## config.mk

```make
export PLATFORM = sky130hd
export DESIGN_NAME = exp_port
export DESIGN_NICKNAME = d
export VERILOG_FILES = /design/src/rtl/exp_port_pkg.sv /design/src/rtl/exp_port_decode.sv /design/src/rtl/exp_port_strobe.sv /design/src/rtl/exp_port_fifo.sv /design/src/rtl/exp_port.sv
export SDC_FILE = /design/constraint.sdc
export NUM_CORES = 1
export LEC_CHECK = 0
export BUFFER_PORTS_ARGS = -buffer_cell sky130_fd_sc_hd__buf_2
export CORE_MARGIN = 2
export CORE_UTILIZATION = 50
export CTS_BUF_LIST = sky130_fd_sc_hd__clkbuf_4
export CTS_CLUSTER_SIZE = 28
export DETAILED_ROUTE_END_ITERATION = 8
export PLACE_DENSITY = 0.72
export SKIP_CTS_REPAIR_TIMING = 1
export SLEW_MARGIN = 20
export SYNTH_ARGS = -nofsm -noshare
export SYNTH_HDL_FRONTEND = slang
export SYNTH_SLANG_ARGS = --single-unit
```

## constraint.sdc

```tcl
create_clock -name clk -period 3.2 [get_ports clk]
set_input_delay 0.48 -clock clk [delete_from_list [all_inputs] [get_ports clk]]
set_output_delay 0.48 -clock clk [all_outputs]
set_load 0.1 [all_outputs]
```

## src/rtl/exp_port_pkg.sv

```systemverilog
package exp_port_pkg;
   typedef enum logic [1:0] {
      TGT_NONE = 2'd0,
      TGT_DATA = 2'd1,
      TGT_CTRL = 2'd2
   } tgt_e;

   localparam int CTRL_MODE_BIT = 0;
   localparam int CTRL_OVF_BIT  = 7;
   localparam int BUS_DW        = 8;
   localparam int BUS_AW        = 16;
endpackage

```

## src/rtl/exp_port_decode.sv

```systemverilog
module exp_port_decode
   import exp_port_pkg::*;
#(
   parameter logic [6:0]  BASE_LO      = 7'h00,
   parameter bit          MEM_MAP_EN   = 1'b1,
   parameter logic [15:0] MEM_WIN_BASE = 16'h4000,
   parameter int          MEM_WIN_LOG2 = 2
) (
   input  logic [15:0] addr,
   input  logic        iorq_n,
   input  logic        mreq_n,
   input  logic        mm_en,
   output tgt_e        tgt
);
   localparam logic [6:0] BASE_CTRL = BASE_LO + 7'd1;

   logic io_common;
   logic mem_hit;
   logic unused_bits;

   // Upper-page bits that steer clear of video, gate array and disk ranges
   assign io_common   = addr[15] & addr[14] & ~addr[10] & addr[7];
   assign unused_bits = ^{addr[13:11], addr[9:8]};

   generate
      if (MEM_MAP_EN) begin : g_mem
         assign mem_hit = ~mreq_n & mm_en &
            (addr[15:MEM_WIN_LOG2] == MEM_WIN_BASE[15:MEM_WIN_LOG2]);
      end else begin : g_nomem
         assign mem_hit = 1'b0;
      end
   endgenerate

   always_comb begin
      tgt = TGT_NONE;
      if (!iorq_n) begin
         if (io_common && addr[6:0] == BASE_LO)
            tgt = TGT_DATA;
         else if (io_common && addr[6:0] == BASE_CTRL)
            tgt = TGT_CTRL;
      end else if (mem_hit) begin
         tgt = TGT_DATA;
      end
   end
endmodule

```

## src/rtl/exp_port_strobe.sv

```systemverilog
module exp_port_strobe (
   input  logic clk,
   input  logic rst_n,
   input  logic iorq_n,
   input  logic mreq_n,
   input  logic rd_n,
   input  logic wr_n,
   output logic rd_lv,
   output logic wr_lv,
   output logic rd_evt,
   output logic wr_evt
);
   logic cyc;
   logic rd_prev;
   logic wr_prev;

   assign cyc   = ~iorq_n | ~mreq_n;
   assign rd_lv = cyc & ~rd_n;
   assign wr_lv = cyc & ~wr_n;

   // Previous-level registers start high so a strobe held through reset is not counted
   always_ff @(posedge clk or negedge rst_n) begin
      if (!rst_n) begin
         rd_prev <= 1'b1;
         wr_prev <= 1'b1;
      end else begin
         rd_prev <= rd_lv;
         wr_prev <= wr_lv;
      end
   end

   assign rd_evt = rd_lv & ~rd_prev;
   assign wr_evt = wr_lv & ~wr_prev;
endmodule

```

## src/rtl/exp_port_fifo.sv

```systemverilog
module exp_port_fifo #(
   parameter int DW    = 8,
   parameter int DEPTH = 4
) (
   input  logic                        clk,
   input  logic                        rst_n,
   input  logic                        push,
   input  logic [DW-1:0]               wdata,
   input  logic                        pop,
   output logic [DW-1:0]               head,
   output logic                        full,
   output logic                        empty,
   output logic [$clog2(DEPTH):0]      count
);
   localparam int AW = $clog2(DEPTH);
   localparam logic [AW:0] FULL_CNT = (AW+1)'(DEPTH);

   generate
      if (DEPTH < 2 || (DEPTH & (DEPTH - 1)) != 0) begin : g_bad_depth
         $error("exp_port_fifo: DEPTH must be a power of two of at least 2");
      end
   endgenerate

   logic [DW-1:0] mem [DEPTH];
   logic [AW:0]   wptr;
   logic [AW:0]   rptr;

   assign count = wptr - rptr;
   assign full  = (count == FULL_CNT);
   assign empty = (wptr == rptr);
   assign head  = mem[rptr[AW-1:0]];

   always_ff @(posedge clk or negedge rst_n) begin
      if (!rst_n) begin
         wptr <= '0;
         rptr <= '0;
      end else begin
         if (push && !full)  wptr <= wptr + 1'b1;
         if (pop && !empty)  rptr <= rptr + 1'b1;
      end
   end

   always_ff @(posedge clk) begin
      if (push && !full) mem[wptr[AW-1:0]] <= wdata;
   end
endmodule

```

## src/rtl/exp_port.sv

```systemverilog
module exp_port
   import exp_port_pkg::*;
#(
   parameter int          FIFO_DEPTH   = 4,
   parameter logic [6:0]  BASE_LO      = 7'h00,
   parameter bit          MEM_MAP_EN   = 1'b1,
   parameter logic [15:0] MEM_WIN_BASE = 16'h4000,
   parameter int          MEM_WIN_LOG2 = 2,
   parameter logic [7:0]  EMPTY_FILL   = 8'hFF
) (
   input  logic        clk,
   input  logic        rst_n,
   input  logic [15:0] addr,
   input  logic [7:0]  din,
   output logic [7:0]  dout,
   output logic        dout_en,
   input  logic        iorq_n,
   input  logic        mreq_n,
   input  logic        rd_n,
   input  logic        wr_n
);
   localparam int CW = $clog2(FIFO_DEPTH) + 1;

   generate
      if (BASE_LO == 7'h7F) begin : g_bad_base
         $error("exp_port: BASE_LO+1 must fit in seven bits");
      end
      if (MEM_WIN_LOG2 < 0 || MEM_WIN_LOG2 > 8) begin : g_bad_win
         $error("exp_port: MEM_WIN_LOG2 out of range");
      end
   endgenerate

   tgt_e          tgt;
   logic          mm_en;
   logic          ovf;
   logic          rd_lv, wr_lv, rd_evt, wr_evt;
   logic [7:0]    head;
   logic          fifo_full, fifo_empty;
   logic [CW-1:0] fifo_count;
   logic [7:0]    rd_q;
   logic [7:0]    ctrl_rd;
   logic          do_push, do_pop, do_ctrl_wr;

   exp_port_decode #(
      .BASE_LO      (BASE_LO),
      .MEM_MAP_EN   (MEM_MAP_EN),
      .MEM_WIN_BASE (MEM_WIN_BASE),
      .MEM_WIN_LOG2 (MEM_WIN_LOG2)
   ) u_dec (
      .addr   (addr),
      .iorq_n (iorq_n),
      .mreq_n (mreq_n),
      .mm_en  (mm_en),
      .tgt    (tgt)
   );

   exp_port_strobe u_stb (
      .clk    (clk),
      .rst_n  (rst_n),
      .iorq_n (iorq_n),
      .mreq_n (mreq_n),
      .rd_n   (rd_n),
      .wr_n   (wr_n),
      .rd_lv  (rd_lv),
      .wr_lv  (wr_lv),
      .rd_evt (rd_evt),
      .wr_evt (wr_evt)
   );

   assign do_push    = wr_evt & (tgt == TGT_DATA);
   assign do_pop     = rd_evt & (tgt == TGT_DATA);
   assign do_ctrl_wr = wr_evt & (tgt == TGT_CTRL);

   exp_port_fifo #(.DW(BUS_DW), .DEPTH(FIFO_DEPTH)) u_fifo (
      .clk   (clk),
      .rst_n (rst_n),
      .push  (do_push),
      .wdata (din),
      .pop   (do_pop),
      .head  (head),
      .full  (fifo_full),
      .empty (fifo_empty),
      .count (fifo_count)
   );

   always_comb begin
      ctrl_rd                = '0;
      ctrl_rd[CTRL_OVF_BIT]  = ovf;
      ctrl_rd[CTRL_MODE_BIT] = mm_en;
   end

   always_ff @(posedge clk or negedge rst_n) begin
      if (!rst_n) begin
         mm_en <= 1'b0;
         ovf   <= 1'b0;
         rd_q  <= '0;
      end else begin
         if (do_ctrl_wr)             mm_en <= din[CTRL_MODE_BIT];
         if (do_push && fifo_full)   ovf   <= 1'b1;
         if (rd_evt) begin
            case (tgt)
               TGT_DATA: rd_q <= fifo_empty ? EMPTY_FILL : head;
               TGT_CTRL: rd_q <= ctrl_rd;
               default:  rd_q <= rd_q;
            endcase
         end
      end
   end

   assign dout    = rd_q;
   assign dout_en = rd_lv & (tgt != TGT_NONE);
endmodule

```

==> impl_metrics.tcl, run 1 <==
set metrics [dict create \
    synthFlopType "edfxtp_1" \
    cp_max_fo 6 \
    worstSetupPathType "in2out" \
    crit_top_cell "buf_2" \
    port-buffer-count 38 \
    cts_tree "done" \
    grt_pass1_wl_um 6970 \
    fp.dieH_um 71.1 \
    vdd_drop_max_mv 0.257 \
    clkTransAtPathRegs_ps 140 \
    syn-num-nets 181 \
    tns_ps 0 \
    final_util 0.590 \
    wl_um 4160 \
    grt_antenna_before_repair 0 \
    viasPerCell 5.63 \
    final_common_cell "buf_2" \
    first_iter_violations 114 \
    ys_seq_elements 50 \
    num_rows 24 \
    start_util 0.516 \
    htreeDepth 2 \
    track_usage 0.187 \
    status "finished, final reports clean" \
    wl_per_cell_um 17.3 \
    cts_buffers 5 \
    cpMaxStageDelayCell "buf_2" \
    p_leak_nw 1.04 \
    clkSinkCount 50 \
    ant_nets 0 \
    syn_to_final_growth_pct 14.2 \
    clkLatencyLatePin_ps 360 \
    period_share 0.821 \
    hp-class "in2async" \
    worstSetupEndpointType "output port" \
    grt_pass1_vias 1467 \
    setup_viol 0 \
    drv_cap 0 \
    hold_violations 0 \
    finalNonFillerCells 241 \
    relSlewSlack 0.593 \
    die_area_sq_mm 0.00505 \
    crit_chain "buf_2 -> nor4_1 -> a32oi_2 -> o31ai_1 -> and2_1 -> buf_2" \
    worstSetupStartpointType "primary input" \
    rsz0062_at_grt "false" \
    grt_max_degree 19 \
    drv_slew 0 \
    die_w_um 71.1 \
    max_freq_mhz 380 \
    yosysWarnings 0 \
    ys_seq_area_frac 0.629 \
    final_cell_mix "buf_2, edfxtp_1, dfrtp_1, o21ai_0, mux4_2" \
    drc_errors 0 \
    num_vias 1358 \
    grt_overflow 0 \
    ioPinCount 39 \
    netlist_area_sq_mm 0.00225 \
    async_reset_ff_frac 0.360 \
    required_ps 2720 \
    finalNetCount 225 \
    dp.cells 233 \
    synth_edf_count 32 \
    power.density_mw_per_mm2 399 \
    rr_startpoint "u_fifo.rptr[1]" \
    core_sq_mm 0.00435 \
    worst_pin_slew_ps 608 \
    arrival_ps 2150 \
    n_antenna_cell 0 \
    slowest_delay_ps 420 \
    drive_above_1_share 0.360 \
    worstSetupStartpoint "addr[8]" \
    gp_congestion 0.784 \
    fin_crit_ps 2630 \
    synthCells 144 \
    dp_hpwl_um 3080 \
    syn_area_per_cell_sq_um 15.6 \
    fin_skew_ps 11.9 \
    clk_path_buf_depth 2 \
    drt-pass1-iter-count 4 \
    synth_cell_types 41 \
    clockRootBuffer "clkbuf_4" \
]
[synth_stat cells (2+ instances only)]
master | n | area share
a21oi_1 | 2 | 0.0045
and2_1 | 5 | 0.014
clkbuf_1 | 3 | 0.0050
dfrtp_1 | 16 | 0.18
dfstp_2 | 2 | 0.023
edfxtp_1 | 32 | 0.43
ha_1 | 7 | 0.039
inv_1 | 6 | 0.010
mux2_1 | 2 | 0.010
mux4_2 | 8 | 0.080
nor2_1 | 5 | 0.0083
nor3_1 | 3 | 0.0067
nor4_1 | 2 | 0.0056
o21ai_0 | 14 | 0.031
o21ai_1 | 6 | 0.013
o31ai_1 | 3 | 0.010
xor2_1 | 4 | 0.016
[layer usage]
metal,routed length (um),part of all wire,track usage,up-vias
li1,-,-,-,648
met1,1780,0.43,0.223,655
met2,2060,0.49,0.318,46
met3,232,0.056,0.0556,9
met4,95,0.023,0.0776,0
met5,0,0,0,-
[final timing paths]
check	end	slack (ps)	cells past startpoint
min in group clk	u_stb.wr_prev	230	2
setup reg to reg	u_fifo.mem[0][1]	690	6
hold / removal	u_fifo.rptr[2]	20	1
max in group asynchronous	u_stb.wr_prev	2850	1
hold reg to reg	u_fifo.rptr[2]	500	1
setup / recovery	dout_en	570	6
[where the power goes]
part / leakage (nW) / internal (mW) / switching (mW)
logic: 0.485 / 0.0186 / 0.0271
clock network: 0.0319 / 0.0868 / 0.199
registers: 0.527 / 0.691 / 0.000756
total: 1.04 / 0.797 / 0.227
[cells by family after synthesis]
family          after synthesis  share of synthesized area
compound gates               31                     0.0979
xor+xnor                      6                     0.0317
fa+ha+maj                     7                     0.0390
buf+inv                      10                     0.0172
flops                        50                      0.629
mux                          11                     0.0968
simple gates                 29                     0.0885
[stage by stage]
| stage | setup WS (ps) | cell area, sq um | hold slack [ps] | total power [mW] |
|---|---|---|---|---|
| floorplan | 562 | 2250 | 184 | 0.719 |
| global placement | 554 | 2510 | 427 | 0.749 |
| detailed placement | 476 | 2510 | 434 | 0.751 |
| CTS | 575 | 2570 | 13.2 | 1.04 |
| global route | 459 | 2570 | 8.39 | 1.07 |
| finish | 571 | 2570 | 23.4 | 1.02 |
[layout make-up]
cell class / count / area, sq um
clock buffers: 5 / 37.5
clock inverters: 3 / 20.0
fillers: 353 / 1790
inverters: 6 / 22.5
multi-input cells: 84 / 796
flip-flops and latches: 50 / 1410
well taps: 52 / 65.1
repair buffers: 41 / 213
[state kept, by name (all words and copies together) (netlist names)]
register	count
u_fifo.wptr	3
ovf	1
dout	8
u_stb.wr_prev	1
u_stb.rd_prev	1
mm_en	1
u_fifo.mem	32
u_fifo.rptr	3
[worst max-delay path, delay by kind of cell]
| kind | cells | cell delay [ps] |
|---|---|---|
| AO/OA/AOI/OAI | 2 | 600 |
| buffers and inverters | 2 | 520 |
| AND/OR/NAND/NOR | 2 | 550 |
No activity file was read; power rests on OpenSTA's default activity.
==> inputs of run 2 (changes only) <==
PLACE_DENSITY = 0.75   (was 0.72)
clock period = 2.4 ns   (was 3.2 ns; I/O delays follow)
==> impl_metrics.tcl, run 2 (same netlist as run 1, synthesis figures left out) <==
set metrics [dict create \
    status "finished, final reports clean" \
    cp_max_fo 3 \
    die_w_um 71.1 \
    required_ps 2040 \
    finalNonFillerCells 248 \
    core_sq_mm 0.00435 \
    clockRootBuffer "clkbuf_4" \
    wl_met3_um 221 \
    finalNetCount 232 \
    clkTransAtPathRegs_ps 160 \
    max_freq_mhz 460 \
    start_util 0.516 \
    route.met2.wl_um 2150 \
    p_leak_nw 1.09 \
    drive_above_1_share 0.378 \
    ant_nets 0 \
    drt-pass1-iter-count 4 \
    port-buffer-count 38 \
    top_layer "met4" \
    grt_overflow 0 \
    drc_errors 0 \
    gp_congestion 0.809 \
    track_usage 0.187 \
    vdd_drop_max_mv 0.370 \
    grt_antenna_before_repair 0 \
    clkSinkCount 50 \
    largest_reg_flops 32 \
    path_buf_inv 2 \
    die_area_sq_mm 0.00505 \
    ioPinCount 39 \
    fp.dieH_um 71.1 \
    hold_violations 0 \
    rsz0062_at_grt "false" \
    htreeDepth 2 \
    viasPerCell 5.64 \
    wl_um 4290 \
    worstSetupStartpointType "primary input" \
    grt_pass1_vias 1475 \
    grt_max_degree 19 \
    syn_to_final_growth_pct 18.5 \
    setup_viol 0 \
    cts_tree "done" \
    fin_crit_ps 2170 \
    arrival_ps 1810 \
    cpMaxStageDelayCell "nor4_1" \
    drv_cap 0 \
    grt_pass1_wl_um 7180 \
    first_iter_violations 67 \
    cts_buffers 5 \
    num_rows 24 \
    slowest_delay_ps 440 \
    dp.cells 239 \
    final_util 0.612 \
    final_cell_mix "buf_2, edfxtp_1, dfrtp_1, o21ai_0, buf_4" \
    fin_skew_ps 13.9 \
    n_antenna_cell 0 \
    dp_hpwl_um 3360 \
    post_dp_cell_area_sq_mm 0.00257 \
    relSlewSlack 0.642 \
    worst_pin_slew_ps 531 \
    p_total_mw 1.50 \
    period_share 0.906 \
    clk_path_buf_depth 2 \
    clkLatencyLatePin_ps 370 \
    num_vias 1398 \
    worstSetupEndpointType "output port" \
    power.density_mw_per_mm2 563 \
    crit_chain "buf_2 -> nor4_1 -> a32oi_2 -> o31ai_1 -> and2_1 -> buf_12" \
    postLayoutCellArea_sq_mm 0.00267 \
    cpLargestDelayFamily "simple AND/OR/NAND/NOR gates" \
    wl_per_cell_um 17.3 \
    hp-class "in2reg" \
    drv_slew 0 \
    final_common_cell "buf_2" \
    wl_met1_um 1900 \
    worstSetupPathType "in2out" \
]
==> run 2: routing by layer <==
metal,vias up,GRT usage
met2,48,0.307
met4,0,0.0734
met5,-,0
met1,691,0.243
li1,657,-
met3,2,0.0413
==> run 2: final cells by class <==
cell class              count  area, sq um
repair buffers             48          283
fillers                   318         1690
inverters                   6         22.5
flip-flops and latches     50         1410
clock inverters             3         47.5
multi-input cells          84          796
clock buffers               5         37.5
well taps                  52         65.1
==> run 2: final timing paths <==
| check | startpoint | to | slack [ps] | cells past startpoint |
|---|---|---|---|---|
| hold reg to reg | u_fifo.rptr[2] | u_fifo.rptr[2] | 490 | 1 |
| max in group asynchronous | rst_n | u_stb.wr_prev | 1660 | 2 |
| min in group asynchronous | rst_n | u_fifo.rptr[0] | 420 | 2 |
| setup / recovery | addr[8] | dout_en | 230 | 6 |
| setup reg to reg | u_fifo.wptr[0] | u_fifo.mem[0][5] | 290 | 6 |
| hold / removal | wr_n | u_stb.wr_prev | 90 | 2 |
==> run 2: through the flow <==
stage	hold WS [ps]	worst slack [ps]	setup TNS (ps)
floorplan	64.4	1.70	0
global placement	300	5.00	0
detailed placement	308	-38.1	-1110
CTS	-116	204	0
global route	70.9	115	0
finish	92.1	225	0
==> run 2: where the power goes <==
part | internal (mW) | total [mW] | switching (mW)
clock | 0.227 | 0.515 | 0.288
combinational | 0.0269 | 0.0636 | 0.0367
sequential | 0.922 | 0.923 | 0.00102
==> inputs of run 3 (changes only) <==
MAX_ROUTING_LAYER = met4   (was default)
==> impl_metrics.tcl, run 3 (same netlist as run 1, synthesis figures left out) <==
set metrics [dict create \
    dp_hpwl_um 3360 \
    rsz0062_at_grt "false" \
    r2r_cells 6 \
    r2r_slack_ps 290 \
    grt_util_met3 0.0370 \
    min_delay_path_depth 2 \
    cp_max_fo 3 \
    seqCellArea_sq_mm 0.00141 \
    status "finished, final reports clean" \
    clk_path_buf_depth 2 \
    worstSetupEndpointType "output port" \
    grt_pass1_wl_um 7170 \
    drc_errors 0 \
    cts_tree "done" \
    fin_crit_ps 2180 \
    final_common_cell "buf_2" \
    gp_congestion 0.821 \
    timing.hold.ws_ps 90.5 \
    first_iter_violations 69 \
    hp-class "in2reg" \
    clkSinkCount 50 \
    nFillCells 318 \
    grt_util_met2 0.307 \
    p_leak_nw 1.09 \
    finalNetCount 232 \
    multi_input_area_sq_um 796 \
    start_util 0.516 \
    relSlewSlack 0.646 \
    drt-pass1-iter-count 4 \
    r2r-end "u_fifo.mem[0][5]" \
    ioPinCount 39 \
    worst_pin_slew_ps 527 \
    period_share 0.908 \
    grt_pass1_vias 1481 \
    power_switching_mw 0.328 \
    num_rows 24 \
    hold_path_end "u_stb.wr_prev" \
    required_ps 2040 \
    track_usage 0.192 \
    arrival_ps 1820 \
    worstSetupStartpointType "flop" \
    wl_um 4240 \
    slowest_delay_ps 390 \
    p_total_mw 1.50 \
    drive_above_1_share 0.378 \
    largest_reg_flops 32 \
    worstSetupPathType "reg2out" \
    fin_skew_ps 13.8 \
    viasPerCell 5.58 \
    drv_cap 0 \
    busiest_layer "met2" \
    grt_antenna_before_repair 0 \
    postLayoutCellArea_sq_mm 0.00267 \
    port-buffer-count 38 \
    wl_per_cell_um 17.1 \
    htreeDepth 2 \
    cpMaxStageDelayCell "dfrtp_1" \
    setup_slack_ps 221 \
    vdd_drop_max_mv 0.371 \
    drv_slew 0 \
    grt_util_met1 0.243 \
    hold_violations 0 \
    die_w_um 71.1 \
    post_dp_cell_area_sq_mm 0.00257 \
    max_freq_mhz 459 \
    clock_power_share 0.344 \
    die_area_sq_mm 0.00505 \
    clockRootBuffer "clkbuf_4" \
    switching_share 0.218 \
    num_vias 1383 \
    n_antenna_cell 0 \
    place_ws_ps -38.1 \
    setup_viol 0 \
    syn_to_final_growth_pct 18.5 \
    rr_startpoint "u_fifo.wptr[0]" \
    power.density_mw_per_mm2 564 \
    cts_buffers 5 \
    seq_power_share 0.614 \
    worstHoldStart "wr_n" \
    core_sq_mm 0.00435 \
    final_util 0.612 \
    combPwrFrac 0.042 \
    final_cell_mix "buf_2, edfxtp_1, dfrtp_1, o21ai_0, buf_4" \
    grt_max_degree 19 \
    clkLatencyLatePin_ps 380 \
    ant_nets 0 \
    intPower_mw 1.18 \
    clkTransAtPathRegs_ps 160 \
    fp.dieH_um 71.1 \
    crit_chain "nor2b_1 -> a32oi_2 -> o31ai_1 -> and2_1 -> buf_12" \
    grt_overflow 0 \
]
## run 3: cell counts in the layout (fill, tap and decap cells not counted)
No cell type changed its count.
## run 3: cell type report
type / instances / share of cell area
flip-flops and latches: 50 / 0.531
multi-input cells: 84 / 0.299
clock buffers: 5 / 0.0141
well taps: 52 / 0.0244
repair buffers: 48 / 0.106
inverters: 6 / 0.00845
clock inverters: 3 / 0.0178
## run 3: worst max-delay path by stage
stage	start	end	cells past startpoint
after floorplan	addr[8]	dout_en	4
after global placement	addr[2]	u_fifo.mem[1][3]	5
after detailed placement	addr[2]	u_fifo.mem[1][3]	5
after CTS	mm_en	dout_en	5
after global routing	mm_en	dout_en	5
final	mm_en	dout_en	5
## run 3: worst max-delay path: cells and delay by family (launching register included)
family / cells / cell delay (ps)
compound gates: 2 / 460
simple gates: 2 / 400
flops: 1 / 390
buf+inv: 1 / 180
## run 3: power groups by stage
| stage | combinational, mW | clock [mW] | sequential (mW) |
|---|---|---|---|
| 2_1_floorplan | 0.0139 | 0 | 0.945 |
| 3_3_place_gp | 0.0597 | 0 | 0.941 |
| 3_5_place_dp | 0.0623 | 0 | 0.941 |
| 4_1_cts | 0.0629 | 0.517 | 0.923 |
| 5_1_grt | 0.0704 | 0.555 | 0.923 |
| 6_report | 0.0637 | 0.517 | 0.923 |
## run 3: per-layer routing
layer / routed length (um) / share of wire
met5: 0 / 0
met4: 50 / 0.012
met3: 213 / 0.050
met2: 2100 / 0.49
met1: 1880 / 0.44
## run 3: per-stage QoR
step	TNS, ps	std cells
after floorplan	0	144
after global placement	0	239
after detailed placement	-1110	239
after CTS	0	247
after global routing	0	248
final	0	248
